## src/rtl/chgdet_pkg.sv

```systemverilog
package chgdet_pkg;

    typedef enum logic {
        THR_ENTRY = 1'b0,
        THR_EXIT  = 1'b1
    } thr_sel_e;

    localparam int ST_LINEN = 0;
    localparam int ST_DET   = 1;
    localparam int ST_LIN   = 2;
    localparam int ST_IDEAL = 3;
    localparam int ST_W     = 4;

endpackage

```

## src/rtl/chgdet_hyst.sv

```systemverilog
module chgdet_hyst
    import chgdet_pkg::*;
#(
    parameter int             VW      = 16,
    parameter logic [VW-1:0]  ON_RST  = '0,
    parameter logic [VW-1:0]  OFF_RST = VW'(10)
) (
    input  logic          clk,
    input  logic          rst_n,
    input  logic          par_mode,
    input  logic          smp_vld,
    input  logic [VW-1:0] vpack,
    input  logic [VW-1:0] vbat,
    input  logic          thr_we,
    input  thr_sel_e      thr_sel,
    input  logic [VW-1:0] thr_wdata,
    input  logic          host_wr,
    input  logic          host_det,
    output logic          det
);
    localparam int DW = VW + 1;

    typedef struct packed {
        logic          det;
        logic [VW-1:0] on_thr;
        logic [VW-1:0] off_thr;
    } st_t;

    st_t st_d, st_q;
    logic signed [DW-1:0] diff_up, diff_dn;
    logic enter, leave;

    always_comb begin
        diff_up = $signed({vpack[VW-1], vpack}) - $signed({vbat[VW-1], vbat});
        diff_dn = $signed({vbat[VW-1], vbat}) - $signed({vpack[VW-1], vpack});
        enter   = diff_up >= $signed({st_q.on_thr[VW-1], st_q.on_thr});
        leave   = diff_dn >= $signed({st_q.off_thr[VW-1], st_q.off_thr});

        st_d = st_q;
        if (thr_we) begin
            if (thr_sel == THR_ENTRY) st_d.on_thr  = thr_wdata;
            else                      st_d.off_thr = thr_wdata;
        end
        if (par_mode) begin
            if (host_wr) st_d.det = host_det;
        end else if (smp_vld) begin
            if (leave)      st_d.det = 1'b0;
            else if (enter) st_d.det = 1'b1;
        end
    end

    always_ff @(posedge clk or negedge rst_n) begin
        if (!rst_n) begin
            st_q.det     <= 1'b0;
            st_q.on_thr  <= ON_RST;
            st_q.off_thr <= OFF_RST;
        end else begin
            st_q <= st_d;
        end
    end

    assign det = st_q.det;

    AST_ENTRY_SETS: assert property (@(posedge clk) disable iff (!rst_n)
        (smp_vld && !par_mode && enter && !leave) |=> det);
    AST_EXIT_WINS: assert property (@(posedge clk) disable iff (!rst_n)
        (smp_vld && !par_mode && leave) |=> !det);
    AST_IDLE_HOLD: assert property (@(posedge clk) disable iff (!rst_n)
        (!smp_vld && !host_wr) |=> $stable(det));
    AST_NO_OVERFLOW: assert property (@(posedge clk) disable iff (!rst_n)
        ($signed(vpack) >= $signed(vbat)) |-> (!diff_up[DW-1] && (diff_dn <= 0)));
    AST_PAR_IGNORES_SMP: assert property (@(posedge clk) disable iff (!rst_n)
        (par_mode && !host_wr) |=> $stable(det));
endmodule

```

## src/rtl/chgdet_frame_rx.sv

```systemverilog
module chgdet_frame_rx #(
    parameter int          FRAME_LEN = 36,
    parameter int          DATA_POS  = 2,
    parameter int          CKS_POS   = 34,
    parameter logic [7:0]  CMD_LO    = 8'hB5,
    parameter logic [7:0]  CMD_HI    = 8'h00,
    parameter int          DET_BIT   = 1
) (
    input  logic       clk,
    input  logic       rst_n,
    input  logic       par_mode,
    input  logic       hb_vld,
    input  logic       hb_first,
    input  logic [7:0] hb_byte,
    output logic       host_wr,
    output logic       host_det,
    output logic       host_err
);
    localparam int IW = $clog2(FRAME_LEN + 1);
    localparam logic [IW-1:0] LAST_IDX = IW'(FRAME_LEN - 1);
    localparam logic [IW-1:0] CKS_IDX  = IW'(CKS_POS);
    localparam logic [IW-1:0] DATA_IDX = IW'(DATA_POS);

    typedef struct packed {
        logic          busy;
        logic [IW-1:0] idx;
        logic [7:0]    sum;
        logic [7:0]    data;
        logic [7:0]    cks;
        logic          cmd_ok;
        logic          err;
    } st_t;

    st_t  st_d, st_q;
    logic done, cks_ok;

    always_comb begin
        st_d     = st_q;
        st_d.err = 1'b0;
        done     = 1'b0;
        cks_ok   = (st_q.cks == ~st_q.sum);
        if (hb_vld) begin
            if (hb_first) begin
                st_d.busy   = 1'b1;
                st_d.idx    = IW'(1);
                st_d.sum    = hb_byte;
                st_d.cmd_ok = (hb_byte == CMD_LO);
            end else if (st_q.busy) begin
                if (st_q.idx < CKS_IDX)  st_d.sum    = st_q.sum + hb_byte;
                if (st_q.idx == IW'(1))  st_d.cmd_ok = st_q.cmd_ok && (hb_byte == CMD_HI);
                if (st_q.idx == DATA_IDX) st_d.data  = hb_byte;
                if (st_q.idx == CKS_IDX)  st_d.cks   = hb_byte;
                if (st_q.idx == LAST_IDX) begin
                    done      = 1'b1;
                    st_d.busy = 1'b0;
                end
                st_d.idx = st_q.idx + IW'(1);
            end
        end
        host_wr  = done && st_q.cmd_ok && cks_ok && par_mode;
        st_d.err = done && st_q.cmd_ok && (!cks_ok || !par_mode);
        host_det = st_q.data[DET_BIT];
    end

    always_ff @(posedge clk or negedge rst_n) begin
        if (!rst_n) st_q <= '0;
        else        st_q <= st_d;
    end

    assign host_err = st_q.err;

    AST_ERR_PULSE: assert property (@(posedge clk) disable iff (!rst_n)
        host_err |=> !host_err);
    AST_WR_NEEDS_PAR: assert property (@(posedge clk) disable iff (!rst_n)
        host_wr |-> (par_mode && !st_d.err));
endmodule

```

## src/rtl/chgdet_ctrl.sv

```systemverilog
module chgdet_ctrl
    import chgdet_pkg::*;
#(
    parameter int VW        = 16,
    parameter int FRAME_LEN = 36
) (
    input  logic          clk,
    input  logic          rst_n,
    input  logic          par_mode,
    input  logic          lin_en,
    input  logic          smp_vld,
    input  logic [VW-1:0] vpack_mv,
    input  logic [VW-1:0] vbat_mv,
    input  logic          thr_we,
    input  logic          thr_sel,
    input  logic [VW-1:0] thr_wdata,
    input  logic          hb_vld,
    input  logic          hb_first,
    input  logic [7:0]    hb_byte,
    output logic [3:0]    status,
    output logic          host_err
);
    logic host_wr, host_det, det;

    chgdet_frame_rx #(
        .FRAME_LEN (FRAME_LEN),
        .DATA_POS  (2),
        .CKS_POS   (FRAME_LEN - 2),
        .DET_BIT   (ST_DET)
    ) i_frame_rx (
        .clk      (clk),
        .rst_n    (rst_n),
        .par_mode (par_mode),
        .hb_vld   (hb_vld),
        .hb_first (hb_first),
        .hb_byte  (hb_byte),
        .host_wr  (host_wr),
        .host_det (host_det),
        .host_err (host_err)
    );

    chgdet_hyst #(
        .VW (VW)
    ) i_hyst (
        .clk       (clk),
        .rst_n     (rst_n),
        .par_mode  (par_mode),
        .smp_vld   (smp_vld),
        .vpack     (vpack_mv),
        .vbat      (vbat_mv),
        .thr_we    (thr_we),
        .thr_sel   (thr_sel_e'(thr_sel)),
        .thr_wdata (thr_wdata),
        .host_wr   (host_wr),
        .host_det  (host_det),
        .det       (det)
    );

    always_comb begin
        status           = '0;
        status[ST_LINEN] = lin_en;
        status[ST_DET]   = det;
        status[ST_LIN]   = det && lin_en;
        status[ST_IDEAL] = !det;
    end

    AST_LIN_NEEDS_DET: assert property (@(posedge clk) disable iff (!rst_n)
        status[ST_LIN] |-> (status[ST_DET] && status[ST_LINEN]));
    AST_MODES_EXCL: assert property (@(posedge clk) disable iff (!rst_n)
        !(status[ST_LIN] && status[ST_IDEAL]));
endmodule

```

## config.mk

```make
export PLATFORM = sky130hd
export DESIGN_NAME = chgdet_ctrl
export DESIGN_NICKNAME = d
export VERILOG_FILES = /design/src/rtl/chgdet_pkg.sv /design/src/rtl/chgdet_hyst.sv /design/src/rtl/chgdet_frame_rx.sv /design/src/rtl/chgdet_ctrl.sv
export SDC_FILE = /design/constraint.sdc
export NUM_CORES = 1
export LEC_CHECK = 0
export BUFFER_PORTS_ARGS = -buffer_cell sky130_fd_sc_hd__buf_2
export CORE_MARGIN = 2
export CORE_UTILIZATION = 60
export DETAILED_ROUTE_END_ITERATION = 10
export PLACE_DENSITY = 0.82
export SLEW_MARGIN = 20
export SYNTH_ARGS = -nofsm -noshare
export SYNTH_HDL_FRONTEND = slang
export SYNTH_SLANG_ARGS = --single-unit
```

## constraint.sdc

```tcl
create_clock -name clk -period 2.25 [get_ports clk]
set_input_delay 0.45 -clock clk [delete_from_list [all_inputs] [get_ports clk]]
set_output_delay 0.45 -clock clk [all_outputs]
set_load 0.05 [all_outputs]
```

* Yosys cells after proc, flatten, opt, wreduce, memory -nomap -nowiden
Cells that the tools add are included.
** Cells by class
- Add/subtract/negate cells :: 4
- Multiply operators :: 0
- Div/mod/pow operators :: 0
- $lt $le $gt $ge :: 3
- Equal/unequal tests :: 7
- Shift operators :: 0
- Multiplexer cells :: 17
- Bitwise logic cells :: 3
- Reduce and logical (&&, ||, !) cells :: 24
** Operators with widths (count)
- 17-bit by 16-bit greater-or-equal comparator with 1-bit output :: 2
- 16-bit by 16-bit subtractor with 17-bit output :: 2
- 32-bit 2-to-1 mux :: 1
- 8-bit 2-to-1 mux :: 3
- 15-bit 2-to-1 mux :: 1
- 6-bit == test, second input constant :: 2
- 1-bit 2-to-1 mux :: 12
- 3-bit AND reduction :: 3
- 8-bit adder :: 1
- 8-bit == test :: 1
- 8-bit == test, second input constant :: 1
- 8-bit zero test :: 1
- 8-bit NOT :: 1
- 4-bit AND reduction :: 2
- 2-bit nonzero test :: 4
- 6-bit by 1-bit adder with 6-bit output, second input constant :: 1
- 6-bit by 1-bit == test with 1-bit output, second input constant :: 1
- 6-bit by 2-bit == test with 1-bit output, second input constant :: 1
- 1-bit logical AND :: 6
- 6-bit < comparator, second input constant :: 1
- 2-bit AND reduction :: 3
- 1-bit zero test :: 3
- 3-bit nonzero test :: 1
- 2-bit by 1-bit inequality test with 1-bit output, second input constant :: 1
- other kinds (2) :: 3
** Word-level totals
- Flip-flop bits (word level) :: 66
- Latch bits :: 0
- Memory bits (writable) :: 0
- ROM bits :: 0
- Bits of input ports :: 65
- Output and inout bits :: 5
- Memories :: 0

* Logic depth before layout (Yosys ltp)
Gate-level depths: netlist (run 1).
- Depth in word-level cells :: 10
- Gate-level depth with buffers :: 17
- Gate-level depth less buffers :: 17

* Modules after synthesis
A second synthesis (run 1) with hierarchy kept.
** Second synthesis, totals
- Cells, all modules :: 627
- Area, all modules :: 5429.0 um^2
** Modules (own cells, without submodules)
- chgdet_hyst :: times used 1, cells each 452, area each 3711.1 um^2, sequential area each 828.3 um^2
- chgdet_frame_rx :: times used 1, cells each 171, area each 1692.9 um^2, sequential area each 650.6 um^2
- chgdet_ctrl :: times used 1, cells each 4, area each 25.0 um^2, sequential area each 0.0 um^2

* Worst setup path before layout (run 1)
No wires, ideal clock.
- Path kind :: input -> register
- From :: input port vbat_mv[0]
- To :: register i_hyst.det (netlist name)
- Library setup time :: 0.120 ns
- Arrival :: 3.159 ns
- Data required time :: 2.130 ns
- Path slack :: -1.029 ns
- Stages :: 17
- Buffers on the path :: 0
- Cell sequence :: inv_1 > ha_1 > inv_1 > fa_1 > a21o_1 > a21oi_1 > o21a_1 > o31a_1 > o31ai_2 > o221ai_1 > ha_1 > nor4b_1 > o21ai_0 > a41oi_1 > a22o_1 > nand2_1 > o211a_1
** On the way
- Longest elaborated chain between the ends :: 5
** Ends and longest elaborated chain
- from (decl) :: line chgdet_ctrl.sv:13 : input logic [VW-1:0] vbat_mv,
- 16-bit by 16-bit subtractor with 17-bit output :: line chgdet_hyst.sv:35 : diff_dn = $signed({vbat[VW-1], vbat}) - $signed({vpack[VW-1], vpack});
- 17-bit by 16-bit greater-or-equal comparator with 1-bit output :: line chgdet_hyst.sv:37 : leave = diff_dn >= $signed({st_q.off_thr[VW-1], st_q.off_thr});
- 1-bit 2-to-1 mux :: line chgdet_hyst.sv:47 : if (leave) st_d.det = 1'b0;
- 1-bit 2-to-1 mux :: line chgdet_hyst.sv:46 : end else if (smp_vld) begin
- 1-bit 2-to-1 mux :: line chgdet_hyst.sv:44 : if (par_mode) begin
Parallel ways exist; a longest one is shown, timed or not. The select of a mux whose other input is x is not followed.
A chain may end at the register's enable or synchronous reset.

* Worst setup path in the final report (run 1)
- From :: input port vpack_mv[0]
- To :: register i_hyst.det (netlist name)
** On the way
- Longest elaborated chain between the ends :: 5
** Ends and longest elaborated chain
- from (decl) :: line chgdet_ctrl.sv:12 : input logic [VW-1:0] vpack_mv,
- 16-bit by 16-bit subtractor with 17-bit output :: line chgdet_hyst.sv:35
- 17-bit by 16-bit greater-or-equal comparator with 1-bit output :: line chgdet_hyst.sv:37
- 1-bit 2-to-1 mux :: line chgdet_hyst.sv:47
- 1-bit 2-to-1 mux :: line chgdet_hyst.sv:46
- 1-bit 2-to-1 mux :: line chgdet_hyst.sv:44
Parallel ways exist; a longest one is shown, timed or not. The select of a mux whose other input is x is not followed.

==> metrics.csv, run 1 <==
stage;metric;value;unit
status;status;finished with violations;
status;failing checks;negative setup slack;
cells_and_area;layout cells sized above 1;30.71;%
floorplanning;Core Region;8763;µm²
sta;clock skew;5.172;ps
setup_path;Crit. End Element;register;
power;Logic pwr share;46.6;%
logic_synthesis;Yosys warning count;0;
logic_synthesis;top-area cell type share of the netlist area;26.12;%
clock_network;Root Buffer;clkbuf_8;
global_routing;remaining global-route overflow;0;
placement;pre-CTS setup slack;-1301;ps
drt;per-cell routed wire length;16.14;µm
flow_run;Max-Cap Viols;0;
logic_synthesis;synth unique cells;62;
cells_and_area;Syn-to-layout area delta;28.53;%
cells_and_area;Finished Layout Cells;922;
clock_network;H-tree Lvls;3;
setup_path;Worst setup SP type;input port;
setup_path;Critical Path AT;3380;ps
sta;RSZ-0062 raised after global routing;yes;
placement;dpl cells;900;
logic_synthesis;synth top area cells;dfrtp_1 26%, ha_1 17%, inv_1 5.5%;
clock_network;Reg clk slew, reported paths;70;ps
clock_network;Clock Tree Buf Depth;2;
setup_path;WP data required;2480;ps
global_routing;largest net degree at the start of global routing;34;
clock_network;CTS tree;done;
cells_and_area;ANT cells;0;
placement;Placement Cell Area;6691;µm²
placement;dpl hpwl;11520;µm
global_routing;vias in the first global route;5468;
cells_and_area;fill count;590;
power;Int Pwr;2740;µW
logic_synthesis;Mapped Cells;641;
power;PwrDens;616.3;nW/µm²
logic_synthesis;#FFs+latches synth;59;
global_routing;initial antenna violation count;0;
setup_path;peak fanout along the critical path;3;
drt;Vias;5325;
placement;Port Buffers;69;
floorplanning;I/O pins;70;
global_routing;first-pass GRT wire length;24560;µm
logic_synthesis;post-synth top area cell;dfrtp_1;
power;leakage power;0.003667;µW
floorplanning;Starting Density;62.31;%
cells_and_area;Layout Nets;953;
drt;DR iter-0 viols;207;
sta;fin crit period;3141;ps
global_routing;Total GRT Usage;30.60;%
power;sw frac;36.65;%
logic_synthesis;Syn Nets;785;
drt;post-route DRC violation count;0;
floorplanning;die area;9879;µm²
logic_synthesis;Post-Syn Area per Cell;8.518;µm²
floorplanning;die width;99.40;µm
sta;Least-Margin Pin Slew;622.1;ps
logic_synthesis;EDFF count, synth;0;
drt;antenna-violating nets left;0;
power;maximum vdd drop;643.2;µV
clock_network;post-cts hold buffer count;0;
floorplanning;row cnt;34;
setup_path;crit path kind;in -> reg;
drt;drt via density;5.775;
sta;endpoints failing hold;0;
placement;gpl congestion;0.9798;
power;sequential power share;30.7;%
floorplanning;Die Y;99.40;µm
cells_and_area;final instance area;7018;µm²
sta;endpoints failing setup;1;
sta;Max Transition Viols Final;0;
logic_synthesis;top_reg_cell synth;dfrtp_1;
clock_network;CTS sink cnt;59;
drt;drt first pass iters;5;
drt;Detailed Route WL;14880;µm
sta;Fin Hold WS;115.6;ps
min_path;hold crit path type;in -> async;
sta;setup ws final;-891.2;ps
logic_synthesis;Netlist Area Pre-Place;5460;µm²
sta;FMAX;318.3;MHz
clock_network;clock latency on the worst-skew pair;340;ps
logic_synthesis;Async S/R FF share, synth;100.0;%
logic_synthesis;sequential-to-total area share from yosys stat;27.09;%
sta;Slew HR;58.52;%
sta;Tcrit/Tclk final;139.6;%
power;clock power share;22.6;%
clock_network;number of clock buffers inserted by TritonCTS;9;
power;Psw;1585;µW
## path summary, 6_finish.rpt
kind | from | to | slack, ps | cells past startpoint
setup / recovery | vpack_mv[0] | i_hyst.det | -890 | 17
hold / removal | rst_n | i_hyst.st_q[20] | 120 | 1
setup reg to reg | i_frame_rx.st_q[19] | i_frame_rx.st_q[25] | 100 | 7
hold reg to reg | i_hyst.st_q[10] | i_hyst.st_q[10] | 510 | 1
max in group asynchronous | rst_n | i_frame_rx.st_q[18] | 1530 | 2
min in group clk | thr_wdata[11] | i_hyst.st_q[27] | 330 | 3
## sequential cells by signal (all words and copies together) (netlist names)
name,cells
i_frame_rx.host_err,1
i_hyst.st_q,32
i_frame_rx.st_q,24
i_frame_rx.host_det,1
i_hyst.det,1
## power by group through the flow
| stage | Combinational [µW] | Clock (µW) | Sequential, µW |
|---|---|---|---|
| 4_1_cts | 1950 | 986 | 1330 |
| 3_3_place_gp | 1800 | 0 | 1330 |
| 5_1_grt | 2220 | 1030 | 1350 |
| 3_5_place_dp | 1890 | 0 | 1340 |
| 6_report | 2020 | 979 | 1330 |
| 2_1_floorplan | 1230 | 0 | 1310 |
## cells in the final DEF (no fill, tap or decap), types with 4 or more instances in the layout
master	netlist	final
a211oi_1	7	6
o21a_1	4	4
inv_1	80	76
o21bai_1	7	7
dfrtp_1	57	57
nor2_1	37	37
nand2b_1	5	5
and3_1	5	5
nand4_1	12	12
xor2_1	21	21
mux2_2	26	26
buf_2	5	67
clkbuf_8	0	11
ha_1	76	72
a21oi_1	37	36
nand3_1	13	13
xnor2_1	20	19
nor3_1	13	11
nor4_1	7	7
nand2_1	54	54
o21ai_0	45	40
o21ai_1	1	6
nor2b_1	11	9
buf_4	4	111
a22oi_1	5	5
a21o_1	19	19
## metal layers
metal / track usage, % / up-vias / wire length (µm)
met4: 11.59 / 0 / 310
li1: - / 2567 / -
met2: 55.82 / 208 / 7707
met5: 0 / - / 0
met3: 4.216 / 29 / 866
met1: 36.47 / 2521 / 5997
## Yosys cell counts (3+ instances only)
master,count
ha_1,76
o21a_1,4
nand2_1,54
a22oi_1,5
inv_1,80
xnor2_1,20
and3_1,5
mux2_2,26
nor2_1,37
dfrtp_1,57
buf_2,5
a211oi_1,7
and2_1,3
fa_1,3
nor4_1,7
nor2b_1,11
nand3_1,13
buf_4,4
a22o_1,3
o31ai_1,3
a21oi_1,37
nand4_1,12
or4_1,3
nand2b_1,5
o21ai_0,45
clkbuf_1,12
nor3_1,13
a21o_1,19
o21bai_1,7
xor2_1,21
## cells by family after synthesis
| group | share of synthesized area (%) |
|---|---|
| flops | 27.09 |
| simple gates | 15.60 |
| compound gates | 19.04 |
| xor+xnor | 6.577 |
| mux | 5.545 |
| fa+ha+maj | 18.52 |
| buf+inv | 7.630 |
## worst max-delay path, cell delays in order
cell      delay [ps]
buf_12           120
ha_4             160
inv_2             50
fa_2             180
a21o_1           120
a21oi_2           60
o21a_1           210
o31a_1           280
o31ai_2          290
o221ai_1         160
ha_2             340
nor4b_4          170
o21ai_1          100
a41oi_1          210
a22o_1           200
nand2_1           50
o211a_1          220
## through the flow
step           power, µW  utilization [%]  TNS, ps
3_5_place_dp        3235            76.36    -1317
2_1_floorplan       2536                -   -925.2
5_1_grt             4596            80.08    -1011
6_report            4325            80.08   -891.2
3_3_place_gp        3133            76.36    -1263
4_1_cts             4266            79.53   -827.1
## repair_timing
action,CTS,global route
setup endpoints to repair,1,2
buffers inserted,4,2
gates resized for setup,11,10
pin swaps,20,6
## area by class of cell
| class | instances | area, µm² | share of cell area [%] |
|---|---|---|---|
| clock buffer | 14 | 162.7 | 2.318 |
| clock inverter | 2 | 35.03 | 0.4992 |
| inverter | 81 | 319.1 | 4.546 |
| multi-input combinational | 477 | 3664 | 52.20 |
| sequential | 59 | 1479 | 21.07 |
| tap | 108 | 135.1 | 1.925 |
| timing repair buffer | 181 | 1224 | 17.44 |
Note: power is estimated with default switching activity, not from simulation.
==> inputs of run 2 (changes only) <==
--- a/config.mk
+++ b/config.mk
@@ -6,6 +6,7 @@
 export NUM_CORES = 1
 export LEC_CHECK = 0
 export BUFFER_PORTS_ARGS = -buffer_cell sky130_fd_sc_hd__buf_2
+export CORE_ASPECT_RATIO = 1.4
 export CORE_MARGIN = 2
 export CORE_UTILIZATION = 60
 export DETAILED_ROUTE_END_ITERATION = 10
==> metrics.csv, run 2 (synthesized netlist as in run 1, its figures left out) <==
stage;metric;value;unit
power;Psw;1652;µW
drt;drt via density;5.805;
power;Int Pwr;3003;µW
placement;Port Buffers;69;
sta;clock skew;6.482;ps
cells_and_area;Finished Layout Cells;917;
setup_path;Crit. End Element;register;
setup_path;peak fanout along the critical path;3;
global_routing;met2 Use GR;59.27;%
floorplanning;die area;9891;µm²
sta;fin crit period;3128;ps
setup_path;Critical Path AT;3340;ps
power;sw frac;35.49;%
setup_path;Worst path max stage delay;360;ps
placement;gpl congestion;0.8938;
cells_and_area;Largest regs;i_hyst.st_q (32), i_frame_rx.st_q (24);
placement;dpl cells;898;
drt;DR iter-0 viols;199;
sta;setup_tns;-878.3;ps
power;sequential power share;28.6;%
setup_path;crit path kind;in -> reg;
sta;Max Transition Viols Final;0;
global_routing;Total GRT Usage;31.36;%
cells_and_area;Top reg by flops;i_hyst.st_q;
clock_network;post-cts hold buffer count;0;
floorplanning;Starting Density;61.17;%
sta;Least-Margin Pin Slew;755.0;ps
floorplanning;I/O pins;70;
sta;endpoints failing setup;1;
setup_path;Worst setup SP type;input port;
placement;pre-CTS setup slack;-1471;ps
global_routing;vias in the first global route;5539;
cells_and_area;most common cell after layout, fill and taps aside;buf_4;
clock_network;Clock Tree Buf Depth;2;
power;clock power share;27.4;%
clock_network;clock latency on the worst-skew pair;320;ps
setup_path;critical path's slowest cell;ha_1;
floorplanning;Core Region;8926;µm²
drt;Detailed Route WL;14980;µm
sta;FMAX;319.7;MHz
drt;drt first pass iters;5;
setup_path;critical path cell sequence;buf_8 -> inv_4 -> ha_4 -> inv_2 -> fa_2 -> a21o_1 -> a21oi_2 -> o21a_1 -> o31a_1 -> o31ai_4 -> xor2_1 -> ha_1 -> nand2_2 -> o21ai_2 -> a41oi_2 -> a22o_1 -> o2bb2ai_1 -> o211a_1;
global_routing;met1 usage;34.05;%
cells_and_area;number of flip-flops in the largest register;32;
min_path;hold crit path type;in -> async;
cells_and_area;Final Util;80.03;%
drt;post-route DRC violation count;0;
status;failing checks;negative setup slack;
power;Logic pwr share;44.1;%
drt;per-cell routed wire length;16.34;µm
power;PwrDens;651.7;nW/µm²
placement;dpl hpwl;11370;µm
drt;antenna-violating nets left;0;
sta;Tcrit/Tclk final;139.0;%
global_routing;first-pass GRT wire length;24810;µm
global_routing;largest net degree at the start of global routing;36;
clock_network;Root Buffer;clkbuf_16;
clock_network;Reg clk slew, reported paths;50;ps
global_routing;initial antenna violation count;0;
drt;Vias;5323;
sta;setup ws final;-878.3;ps
sta;endpoints failing hold;0;
flow_run;Max-Cap Viols;0;
cells_and_area;layout cells sized above 1;31.73;%
floorplanning;die width;84.63;µm
status;status;finished with violations;
setup_path;WP data required;2460;ps
clock_network;number of clock buffers inserted by TritonCTS;9;
floorplanning;row cnt;41;
cells_and_area;commonest non-fill, non-tap cells in the layout;108 x buf_4, 75 x inv_1, 72 x ha_1;
power;leakage power;0.003707;µW
global_routing;remaining global-route overflow;0;
clock_network;H-tree Lvls;3;
global_routing;met3 GRT Util;4.278;%
global_routing;layer with the highest usage;met2;
clock_network;CTS sink cnt;59;
power;maximum vdd drop;630.3;µV
floorplanning;Die Y;116.9;µm
cells_and_area;Layout Nets;950;
cells_and_area;Syn-to-layout area delta;30.82;%
sta;RSZ-0062 raised after global routing;yes;
sta;Slew HR;49.54;%
clock_network;CTS tree;done;
cells_and_area;ANT cells;0;
cells_and_area;fill count;584;
run 2: critical path, delay by kind of cell:
family,cells,cell delay (ps)
AO/OA/AOI/OAI,10,1620
adder cells (fa/ha/maj),3,800
XOR/XNOR,1,170
AND/OR/NAND/NOR,1,100
buffers and inverters,3,190
run 2: timing repair:
| action | 4_1_cts | 5_1_grt |
|---|---|---|
| pin swaps | 20 | 9 |
| resized for setup | 23 | 11 |
| endpoints found under the setup margin | 1 | 3 |
| buffers inserted | 3 | 1 |
run 2: routing by layer:
metal	wire, µm	up-vias
li1	-	2563
met4	568	0
met5	0	-
met2	7888	191
met1	5881	2519
met3	641	50
run 2: cell type report:
class | instances | area [µm²] | share of cell area (%)
well taps | 107 | 133.9 | 1.874
repair buffers | 178 | 1207 | 16.90
flip-flops and latches | 59 | 1479 | 20.70
inverters | 81 | 319.1 | 4.467
clock inverters | 2 | 10.01 | 0.1401
multi-input cells | 477 | 3724 | 52.13
clock buffers | 13 | 270.3 | 3.783
run 2: metrics by stage:
step	hold slack (ps)	power (µW)	cell area, µm²
finish	128.7	4655	7143
global route	172.9	4950	7143
CTS	136.0	4605	7093
detailed placement	480.5	3237	6683
global placement	467.2	3149	6683
floorplan	154.4	2536	5513
run 2: worst paths after layout:
path / endpoint / cells past startpoint / slack, ps / start
min in group clk: i_hyst.st_q[27] / 3 / 340 / thr_wdata[11]
setup / recovery: i_hyst.det / 18 / -880 / vbat_mv[0]
hold / removal: i_hyst.st_q[16] / 1 / 130 / rst_n
max in group asynchronous: i_hyst.st_q[13] / 2 / 1510 / rst_n
setup reg to reg: i_hyst.det / 6 / 30 / i_frame_rx.st_q[28]
hold reg to reg: i_hyst.st_q[4] / 1 / 510 / i_hyst.st_q[4]
run 2: power by group through the flow:
stage	Sequential (µW)	Clock, µW	Combinational, µW
2_1_floorplan	1310	0	1230
3_3_place_gp	1330	0	1820
3_5_place_dp	1340	0	1890
4_1_cts	1330	1290	1990
5_1_grt	1350	1330	2260
6_report	1330	1270	2050
==> inputs of run 3 (changes only) <==
--- a/config.mk
+++ b/config.mk
@@ -5,13 +5,12 @@
 export SDC_FILE = /design/constraint.sdc
 export NUM_CORES = 1
 export LEC_CHECK = 0
-export BUFFER_PORTS_ARGS = -buffer_cell sky130_fd_sc_hd__buf_2
+export BUFFER_PORTS_ARGS = -buffer_cell sky130_fd_sc_hd__buf_4
 export CORE_ASPECT_RATIO = 1.4
 export CORE_MARGIN = 2
 export CORE_UTILIZATION = 60
 export DETAILED_ROUTE_END_ITERATION = 10
 export PLACE_DENSITY = 0.82
-export SLEW_MARGIN = 20
 export SYNTH_ARGS = -nofsm -noshare
 export SYNTH_HDL_FRONTEND = slang
 export SYNTH_SLANG_ARGS = --single-unit
==> metrics.csv, run 3 (synthesized netlist as in run 1, its figures left out) <==
stage;metric;value;unit
status;status;finished with violations;
status;failing checks;design-rule violations, negative setup slack;
drt;antenna-violating nets left;0;
global_routing;Total GRT Usage;32.60;%
global_routing;largest net degree at the start of global routing;60;
sta;FMAX;299.2;MHz
sta;Tcrit/Tclk final;148.6;%
setup_path;crit path kind;in -> reg;
cells_and_area;Largest regs;i_hyst.st_q (32), i_frame_rx.st_q (24);
sta;endpoints failing hold;0;
cells_and_area;ANT cells;0;
setup_path;reg-to-reg endpoint;i_frame_rx.st_q[25];
setup_path;WP data required;2470;ps
floorplanning;Die Y;116.9;µm
sta;endpoints failing setup;1;
cells_and_area;Top reg by flops;i_hyst.st_q;
power;sw frac;34.65;%
sta;fin crit period;3343;ps
sta;Slew HR;50.49;%
power;Logic pwr share;42.6;%
drt;post-route DRC violation count;1;
drt;Detailed Route WL;15750;µm
setup_path;R2R setup slack;90;ps
cells_and_area;commonest non-fill, non-tap cells in the layout;171 x buf_4, 76 x inv_1, 73 x ha_1;
clock_network;number of clock buffers inserted by TritonCTS;9;
power;Psw;1713;µW
clock_network;H-tree Lvls;3;
sta;RSZ-0062 raised after global routing;yes;
setup_path;Worst setup SP type;input port;
global_routing;initial antenna violation count;0;
placement;Port Buffers;69;
sta;clock skew;4.635;ps
setup_path;Critical R2R Launch;i_frame_rx.st_q[19];
power;PwrDens;679.5;nW/µm²
floorplanning;Starting Density;61.17;%
power;sequential power share;27.0;%
clock_network;clock latency on the worst-skew pair;330;ps
floorplanning;I/O pins;70;
cells_and_area;Syn-to-layout area delta;33.20;%
global_routing;first-pass GRT wire length;25630;µm
placement;dpl hpwl;11680;µm
cells_and_area;most common cell after layout, fill and taps aside;buf_4;
sta;Least-Margin Pin Slew;742.7;ps
clock_network;Root Buffer;clkbuf_16;
clock_network;CTS tree;done;
flow_run;Max-Cap Viols;0;
drt;Vias;5428;
setup_path;Crit. End Element;register;
cells_and_area;number of flip-flops in the largest register;32;
placement;pre-CTS setup slack;-1533;ps
floorplanning;die width;84.63;µm
power;Pwr Total;4942;µW
clock_network;CTS sink cnt;59;
placement;gpl congestion;0.8783;
sta;Max Transition Viols Final;0;
cells_and_area;layout cells sized above 1;30.77;%
global_routing;vias in the first global route;5695;
setup_path;peak fanout along the critical path;3;
drt;per-cell routed wire length;17.25;µm
floorplanning;die area;9891;µm²
cells_and_area;fill count;562;
setup_path;reg2reg path depth;7;
clock_network;Clock Tree Buf Depth;2;
clock_network;post-cts hold buffer count;0;
clock_network;Reg clk slew, reported paths;50;ps
floorplanning;Core Region;8926;µm²
cells_and_area;Layout Nets;945;
cells_and_area;Finished Layout Cells;913;
power;Int Pwr;3229;µW
global_routing;remaining global-route overflow;0;
power;maximum vdd drop;716.2;µV
placement;dpl cells;894;
cells_and_area;multi-input logic area;3695;µm²
drt;drt first pass iters;8;
min_path;hold crit path type;in -> async;
drt;DR iter-0 viols;248;
sta;setup ws final;-1093;ps
power;leakage power;0.003753;µW
drt;drt via density;5.945;
cells_and_area;sequential cell area;1479;µm²
power;clock power share;30.4;%
setup_path;Worst Setup SP;vbat_mv[0];
setup_path;Critical Path AT;3560;ps
floorplanning;row cnt;41;
## run 3: metrics by stage
step	utilization, %	area, µm²	setup TNS (ps)	hold slack (ps)
floorplan	-	5513	-925.2	154.4
global placement	76.32	6813	-1467	489.4
detailed placement	76.32	6813	-1551	494.9
CTS	81.33	7259	-934.3	216.6
global route	81.48	7273	-1184	254.1
finish	81.48	7273	-1093	174.4
## run 3: area by class of cell
| class | count | share of cell area [%] |
|---|---|---|
| Clock inverter | 5 | 1.032 |
| Sequential cell | 59 | 20.33 |
| Timing Repair Buffer | 173 | 18.13 |
| Tap cell | 107 | 1.841 |
| Inverter | 81 | 4.387 |
| Clock buffer | 11 | 3.475 |
| Multi-Input combinational cell | 477 | 50.80 |
## run 3: repair_timing
action	CTS	global route
resized for setup	19	3
setup buffers	3	0
pin swaps	18	1
hold endpoints to repair	0	0
endpoints found under the setup margin	1	1
## run 3: power groups by stage
stage	logic (µW)	clock network [µW]	registers [µW]
CTS	2060	1510	1330
floorplan	1230	0	1310
global placement	1840	0	1330
finish	2110	1500	1330
detailed placement	1940	0	1340
global route	2300	1560	1350
## run 3: how the worst max path moves through the flow
stage,end,slack [ps],depth (start not counted)
floorplan,i_hyst.det,-930,17
global placement,i_hyst.det,-1470,17
detailed placement,i_hyst.det,-1530,18
CTS,i_hyst.det,-930,17
global route,i_hyst.det,-1180,17
finish,i_hyst.det,-1090,18
## run 3: critical path, cell delays in order
cell	delay, ps
buf_8	110
inv_4	50
ha_4	120
inv_2	40
fa_2	340
a21o_1	190
a21oi_2	160
o21a_1	190
o31a_1	230
o31ai_4	90
xor2_1	190
ha_1	370
nand2_2	110
o21ai_2	190
a41oi_2	160
a22o_1	290
o2bb2ai_1	160
o211a_1	130
## run 3: metal layers
metal  routed length, µm  track usage [%]  vias to the layer above
met5                   0                0                        -
met4                 818            21.27                        0
met3                 770            5.259                       74
met2                8318            61.10                      236
met1                5840            33.44                     2565
li1                    -                -                     2553
